[config.mk]
export PLATFORM = sky130hd
export DESIGN_NAME = stall_timeout_monitor
export DESIGN_NICKNAME = d
export VERILOG_FILES = /design/src/rtl/stall_tmo_pkg.sv /design/src/rtl/stm_line_decode.sv /design/src/rtl/stm_stall_timer.sv /design/src/rtl/stall_timeout_monitor.sv
export SDC_FILE = /design/constraint.sdc
export NUM_CORES = 1
export LEC_CHECK = 0
export BUFFER_PORTS_ARGS = -buffer_cell sky130_fd_sc_hd__buf_2
export CORE_MARGIN = 2
export CORE_UTILIZATION = 58
export CTS_CLUSTER_SIZE = 8
export DETAILED_ROUTE_END_ITERATION = 7
export PLACE_DENSITY_LB_ADDON = 0.25
export SLEW_MARGIN = 30
export SYNTH_ARGS = -nofsm -noshare
export SYNTH_HDL_FRONTEND = slang
export SYNTH_SLANG_ARGS = --single-unit
[constraint.sdc]
create_clock -name clk -period 2.5 [get_ports clk]
set_input_delay 0.5 -clock clk [delete_from_list [all_inputs] [get_ports clk]]
set_output_delay 0.5 -clock clk [all_outputs]
set_load 0.02 [all_outputs]
[src/rtl/stall_tmo_pkg.sv]
package stall_tmo_pkg;

    typedef enum logic [1:0] {
        TMR_IDLE  = 2'd0,
        TMR_RUN   = 2'd1,
        TMR_SPENT = 2'd2
    } tmr_state_t;

    typedef struct packed {
        logic armed;     // feature on and transfer in progress
        logic released;  // both lines sampled high
    } line_view_t;

    function automatic longint ms_to_cycles(input longint hz, input int ms);
        return (hz * longint'(ms)) / 64'd1000;
    endfunction

endpackage

[src/rtl/stm_line_decode.sv]
module stm_line_decode
    import stall_tmo_pkg::*;
(
    input  logic       tmo_en,
    input  logic       xfer_busy,
    input  logic       scl_lvl,
    input  logic       sda_lvl,
    output line_view_t view
);

    always_comb begin
        view.armed    = tmo_en & xfer_busy;
        view.released = scl_lvl & sda_lvl;
    end

endmodule

[src/rtl/stm_stall_timer.sv]
module stm_stall_timer
    import stall_tmo_pkg::*;
#(
    parameter int LIMIT = 400
) (
    input  logic       clk,
    input  logic       rst,
    input  line_view_t view,
    output logic       expire
);

    localparam int CW = $clog2(LIMIT + 1);
    localparam logic [CW-1:0] LIM = CW'(LIMIT);

    tmr_state_t    state_q;
    logic [CW-1:0] cnt_q;
    logic          clear;

    assign clear = ~view.armed | view.released;

    always_ff @(posedge clk) begin
        if (rst) begin
            state_q <= TMR_IDLE;
            cnt_q   <= '0;
            expire  <= 1'b0;
        end else begin
            expire <= 1'b0;
            if (clear) begin
                state_q <= TMR_IDLE;
                cnt_q   <= '0;
            end else begin
                unique case (state_q)
                    TMR_IDLE, TMR_RUN: begin
                        if (cnt_q == LIM) begin
                            expire  <= 1'b1;
                            state_q <= TMR_SPENT;
                        end else begin
                            cnt_q   <= cnt_q + 1'b1;
                            state_q <= TMR_RUN;
                        end
                    end
                    default: state_q <= TMR_SPENT;
                endcase
            end
        end
    end

endmodule

[src/rtl/stall_timeout_monitor.sv]
module stall_timeout_monitor
    import stall_tmo_pkg::*;
#(
    parameter int CLK_HZ         = 125_000_000,
    parameter int TIMEOUT_CYCLES = 5_000_000
) (
    input  logic clk,
    input  logic rst,
    input  logic tmo_en,
    input  logic xfer_busy,
    input  logic scl_lvl,
    input  logic sda_lvl,
    output logic iface_rst
);

    localparam longint WIN_LO = ms_to_cycles(longint'(CLK_HZ), 30);
    localparam longint WIN_HI = ms_to_cycles(longint'(CLK_HZ), 60);

    generate
        if (longint'(TIMEOUT_CYCLES) < WIN_LO || longint'(TIMEOUT_CYCLES) > WIN_HI) begin : g_bad_window
            $error("TIMEOUT_CYCLES lies outside the 30 ms to 60 ms window");
        end
    endgenerate

    line_view_t view;

    stm_line_decode u_decode (
        .tmo_en    (tmo_en),
        .xfer_busy (xfer_busy),
        .scl_lvl   (scl_lvl),
        .sda_lvl   (sda_lvl),
        .view      (view)
    );

    stm_stall_timer #(
        .LIMIT (TIMEOUT_CYCLES)
    ) u_timer (
        .clk    (clk),
        .rst    (rst),
        .view   (view),
        .expire (iface_rst)
    );

endmodule

# Word level (Yosys, flattened, before mapping)
# Index checks and enable logic that the tools add are counted.
word_totals:
  register_bits: 26
  romBits: 0
  ramBits: 0
  latch_bits: 0
  inputBits: 6
  out_inout_bits: 1
  mem_count: 0
classes:
  n_lt_le_gt_ge: 0
  shift: 0
  n_eq_ne: 2
  n_bitwise: 6
  multipliers: 0
  div: 0
  n_mux: 3
  n_reduce_logical: 5
  addsub: 1
op_table:
  columns: ["cell", "n"]
  rows:
  - ["23-bit by 1-bit adder with 23-bit output (second input constant)", 1]
  - ["23-bit equality test (second input constant)", 1]
  - ["2-bit 2-to-1 mux", 2]
  - ["2-bit OR reduction", 2]
  - ["1-bit NOT", 3]
  - ["3-bit OR reduction", 1]
  - ["1-bit bitwise AND", 2]
  - ["2-bit by 1-bit equality test with 1-bit output (second input constant)", 1]
  - ["2-bit zero test", 1]
  - ["2-bit AND reduction", 1]
  - ["1-bit 2-to-1 mux", 1]
  - ["1-bit OR", 1]

# Depth between registers and ports, before layout
depth:
  depth_word: 4
  mapped_depth: 7
  mapped_depth_nobuf: 7

# Cells and area by module
# Synthesis repeated with hierarchy kept, for this count alone.
hier_totals:
  hier_cells: 139
  area_unflattened_um2: 1237.4
modules_own_cells:
  columns: ["mod", "seq_area_each_um2", "n_inst", "area_each_um2", "cells_per_inst"]
  rows:
  - ["stm_stall_timer", 500.5, 1, 1224.9, 137]
  - ["stm_line_decode", 0.0, 1, 12.5, 2]

# Worst setup path after synthesis
# Ideal clock, no wire load.
synth_path:
  path_kind: "register to register"
  from: "register u_timer.cnt_q[2]"
  to: "register u_timer.cnt_q[13]"
  t_arrival_ns: 1.677
  path_slack_ns: 0.697
  path_stages_with_launch: 6
  period_less_slack_ns: 1.803
  n_path_buf: 0
  required_time_ns: 2.374
  cell_sequence: "dfxtp_1 -> nand3_4 -> or4_4 -> a2111oi_4 -> xnor2_1 -> nor2_1"
synth_between:
  elab_chain_cells: 3
synth_rtl:
  columns: ["element", "line", "source"]
  rows:
  - ["start, declared", "stm_stall_timer.sv:16", "logic [CW-1:0] cnt_q;"]
  - ["start signal, assigned", "stm_stall_timer.sv:38", "cnt_q <= cnt_q + 1'b1;"]
  - ["parallel branches: the longest is 3 deep, another holds 23-bit by 1-bit adder with 23-bit output", null, null]
# Several ways; the timed one is not identified.
# A chain may end at the register's enable or synchronous reset.

# Final worst setup path
# Same ends and word-level chain as after synthesis.

==> results.json <==
{
  "synth_compound_area_share_pct": 6.83,
  "ys_ff_latch": 25,
  "vias": 1021,
  "synth_fa_ha_area_share_pct": 1.98,
  "path_cells": "nand3_4 > or4_4 > a2111oi_4 > xnor2_1 > nor2_1",
  "cts_buffers": 3,
  "async_flop_share_pct": 0,
  "hold_buffers": 0,
  "synthesis.area_um2": 1260,
  "antenna_found_initial": 0,
  "avgViaCountPerCell": 5.77,
  "nets": 159,
  "cts_root_buf": "clkbuf_4",
  "drtPass1Iterations": 4,
  "end_kind": "flop",
  "synth_enable_flop_cells": 0,
  "die-height_um": 50.7,
  "synth-xor-area-share_pct": 13.2,
  "cts_tree": "yes",
  "drcViolationCount": 0,
  "setup_tns_ps": 0,
  "internal-power_mw": 0.467,
  "n_antenna_cell": 0,
  "htree_num_levels": 1,
  "synth_top_family_by_area": "simple AND/OR/NAND/NOR gates",
  "clkLatencyLatePin_ps": 300,
  "core_area_um2": 2000,
  "std_cell_rows": 16,
  "min_path_type": "reg2reg",
  "first_global_vias": 994,
  "cts.clk_slew.worst_paths_ps": 130,
  "synthToLayoutAreaGrowth_pct": 7.43,
  "min_period_over_period_pct": 76.8,
  "slowest_stage": "or4_4",
  "ys_warn_count": 0,
  "synth_top_area_cell": "dfxtp_1",
  "routabilityCongestion": 0.914,
  "status": "complete, no violations",
  "hpwl_um": 1750,
  "final_util_pct": 67.8,
  "die_w_um": 50.7,
  "max_cap_violations": 0,
  "cp.required_ps": 2710,
  "power_frac_comb_pct": 2.2,
  "grt_pass1_wl_um": 4340,
  "cp_max_fo": 7,
  "die_area_um2": 2570,
  "slew_headroom_pct": 67.9,
  "seq_area_frac_synth_pct": 39.6,
  "initial_core_util_pct": 63.1,
  "drv_slew": 0,
  "num-fill-cells": 170,
  "grtUsageTotal_pct": 21.7,
  "yosys-top-cells-count": "dfxtp_1 (25), nor2_1 (25), xor2_1 (11)",
  "p_clk_share_pct": 29.7,
  "rsz0062_at_grt": "false",
  "crit_family": "simple AND/OR/NAND/NOR gates",
  "p_per_area_nw_per_um2": 433,
  "drive_above_1_share_pct": 10.7,
  "hold_viol": 0,
  "cp.arrival_ps": 2130,
  "cp-start-kind": "flop",
  "clock-sinks": 25,
  "clock.fmax_ghz": 0.521,
  "postCtsSetupBuffers": 0,
  "p_sw_mw": 0.121,
  "setup_viol": 0,
  "synthSimpleGateAreaFrac_pct": 36.6,
  "netlist_instances": 141,
  "crit_buf_inv": 0,
  "portBuffers": 6,
  "finalWirelength_um": 2350,
  "cts_resized": 0,
  "syn-mean-instance-area_um2": 8.96,
  "critical_path_class": "reg2reg",
  "ir_drop_uv": 328,
  "gr-total-overflow": 0,
  "timing.final.crit_period_ps": 1920,
  "clock_path_buffers": 2,
  "ios": 7,
  "synth-main-ff-cell": "dfxtp_1",
  "seqPwrFrac_pct": 68.1,
  "clock_skew_ps": 0.783,
  "power.leakage_nw": 0.446,
  "synth_top_area_share_pct": 39.6,
  "slowest_delay_ps": 610,
  "synth_mux_area_share_pct": 0,
  "syn-num-nets": 149,
  "netlist_top_cells_area": "dfxtp_1 (40%), xor2_1 (7.6%), nor2_1 (7.4%)",
  "worst_pin_slew_ps": 481,
  "ys_types": 33,
  "switching_share_pct": 20.5,
  "antenna_left": 0,
  "dr.first_iter.drc_count": 16,
  "grt_max_degree": 27,
  "wl_per_cell_um": 13.3
}
-- cell type report --
type                    instances  area [um^2]  area share, %
multi-input cells             110          741           54.6
well taps                      27         33.8           2.49
inverters                       3         11.3          0.829
flip-flops and latches         25          500           36.9
repair buffers                  8         45.0           3.32
clock buffers                   4         26.3           1.94
-- placed cells by master, fill, tap and decap left out, drive strengths merged --
| cell type | n |
|---|---|
| a2111oi | 1 |
| a211oi | 1 |
| a21o | 1 |
| a21oi | 5 |
| a31o | 1 |
| and3 | 3 |
| and3b | 1 |
| and4 | 2 |
| buf | 8 |
| clkbuf | 4 |
| dfxtp | 25 |
| ha | 2 |
| inv | 3 |
| nand2 | 7 |
| nand2b | 2 |
| nand3 | 10 |
| nand3b | 1 |
| nand4 | 4 |
| nand4b | 5 |
| nor2 | 25 |
| nor3 | 4 |
| nor4 | 4 |
| nor4b | 3 |
| nor4bb | 3 |
| o21ai | 2 |
| or2 | 1 |
| or3 | 2 |
| or4 | 1 |
| xnor2 | 8 |
| xor2 | 11 |
-- tightest hold or removal path: stages (launching register included) --
cell,delay [ps]
dfxtp_1,380
nand2_1,70
a21oi_1,50
-- path summary, 6_finish.rpt --
check	slack, ps	startpoint	cells past startpoint	end
max reg2reg	580	u_timer.cnt_q[2]	5	u_timer.cnt_q[13]
min reg2reg	540	u_timer.cnt_q[1]	2	u_timer.cnt_q[1]
max	580	u_timer.cnt_q[2]	5	u_timer.cnt_q[13]
min	540	u_timer.cnt_q[1]	2	u_timer.cnt_q[1]
-- metal layers --
metal	vias to the layer above	wire, um	track usage (%)
li1	526	-	-
met1	478	1170	29.6
met2	13	1100	34.9
met3	4	62	3.57
met4	0	21	7.21
met5	-	0	0
-- per-stage QoR --
step | cells | hold WS [ps] | instance area, um^2 | power (mW) | worst slack [ps]
3_5_place_dp | 173 | 511 | 1330 | 0.422 | 591
6_report | 177 | 536 | 1360 | 0.588 | 579
5_1_grt | 177 | 571 | 1360 | 0.613 | 424
2_1_floorplan | 141 | 471 | 1260 | 0.416 | 697
3_3_place_gp | 173 | 512 | 1330 | 0.422 | 625
4_1_cts | 177 | 532 | 1360 | 0.590 | 583
-- cell families (layout without fill, tap and decap cells) --
logic type / Yosys count / count (layout)
adders and majority gates: 2 / 2
xor gates and xnor gates: 19 / 19
buffers and inverters: 6 / 15
AOI/OAI and AO/OA: 11 / 11
DFF: 25 / 25
and+or+nand+nor: 78 / 78
-- power groups by stage --
| stage | Clock, mW | Combinational, mW | Sequential, mW |
|---|---|---|---|
| after floorplan | 0 | 0.00720 | 0.409 |
| after global placement | 0 | 0.0127 | 0.409 |
| after detailed placement | 0 | 0.0129 | 0.409 |
| after CTS | 0.177 | 0.0129 | 0.400 |
| after global routing | 0.198 | 0.0144 | 0.401 |
| final | 0.175 | 0.0129 | 0.400 |
-- registers in the layout (all words and copies together) (netlist names) --
| name | count |
|---|---|
| u_timer.expire | 1 |
| u_timer.state_q | 1 |
| u_timer.cnt_q | 23 |
Note: power is estimated with default switching activity, not from simulation.
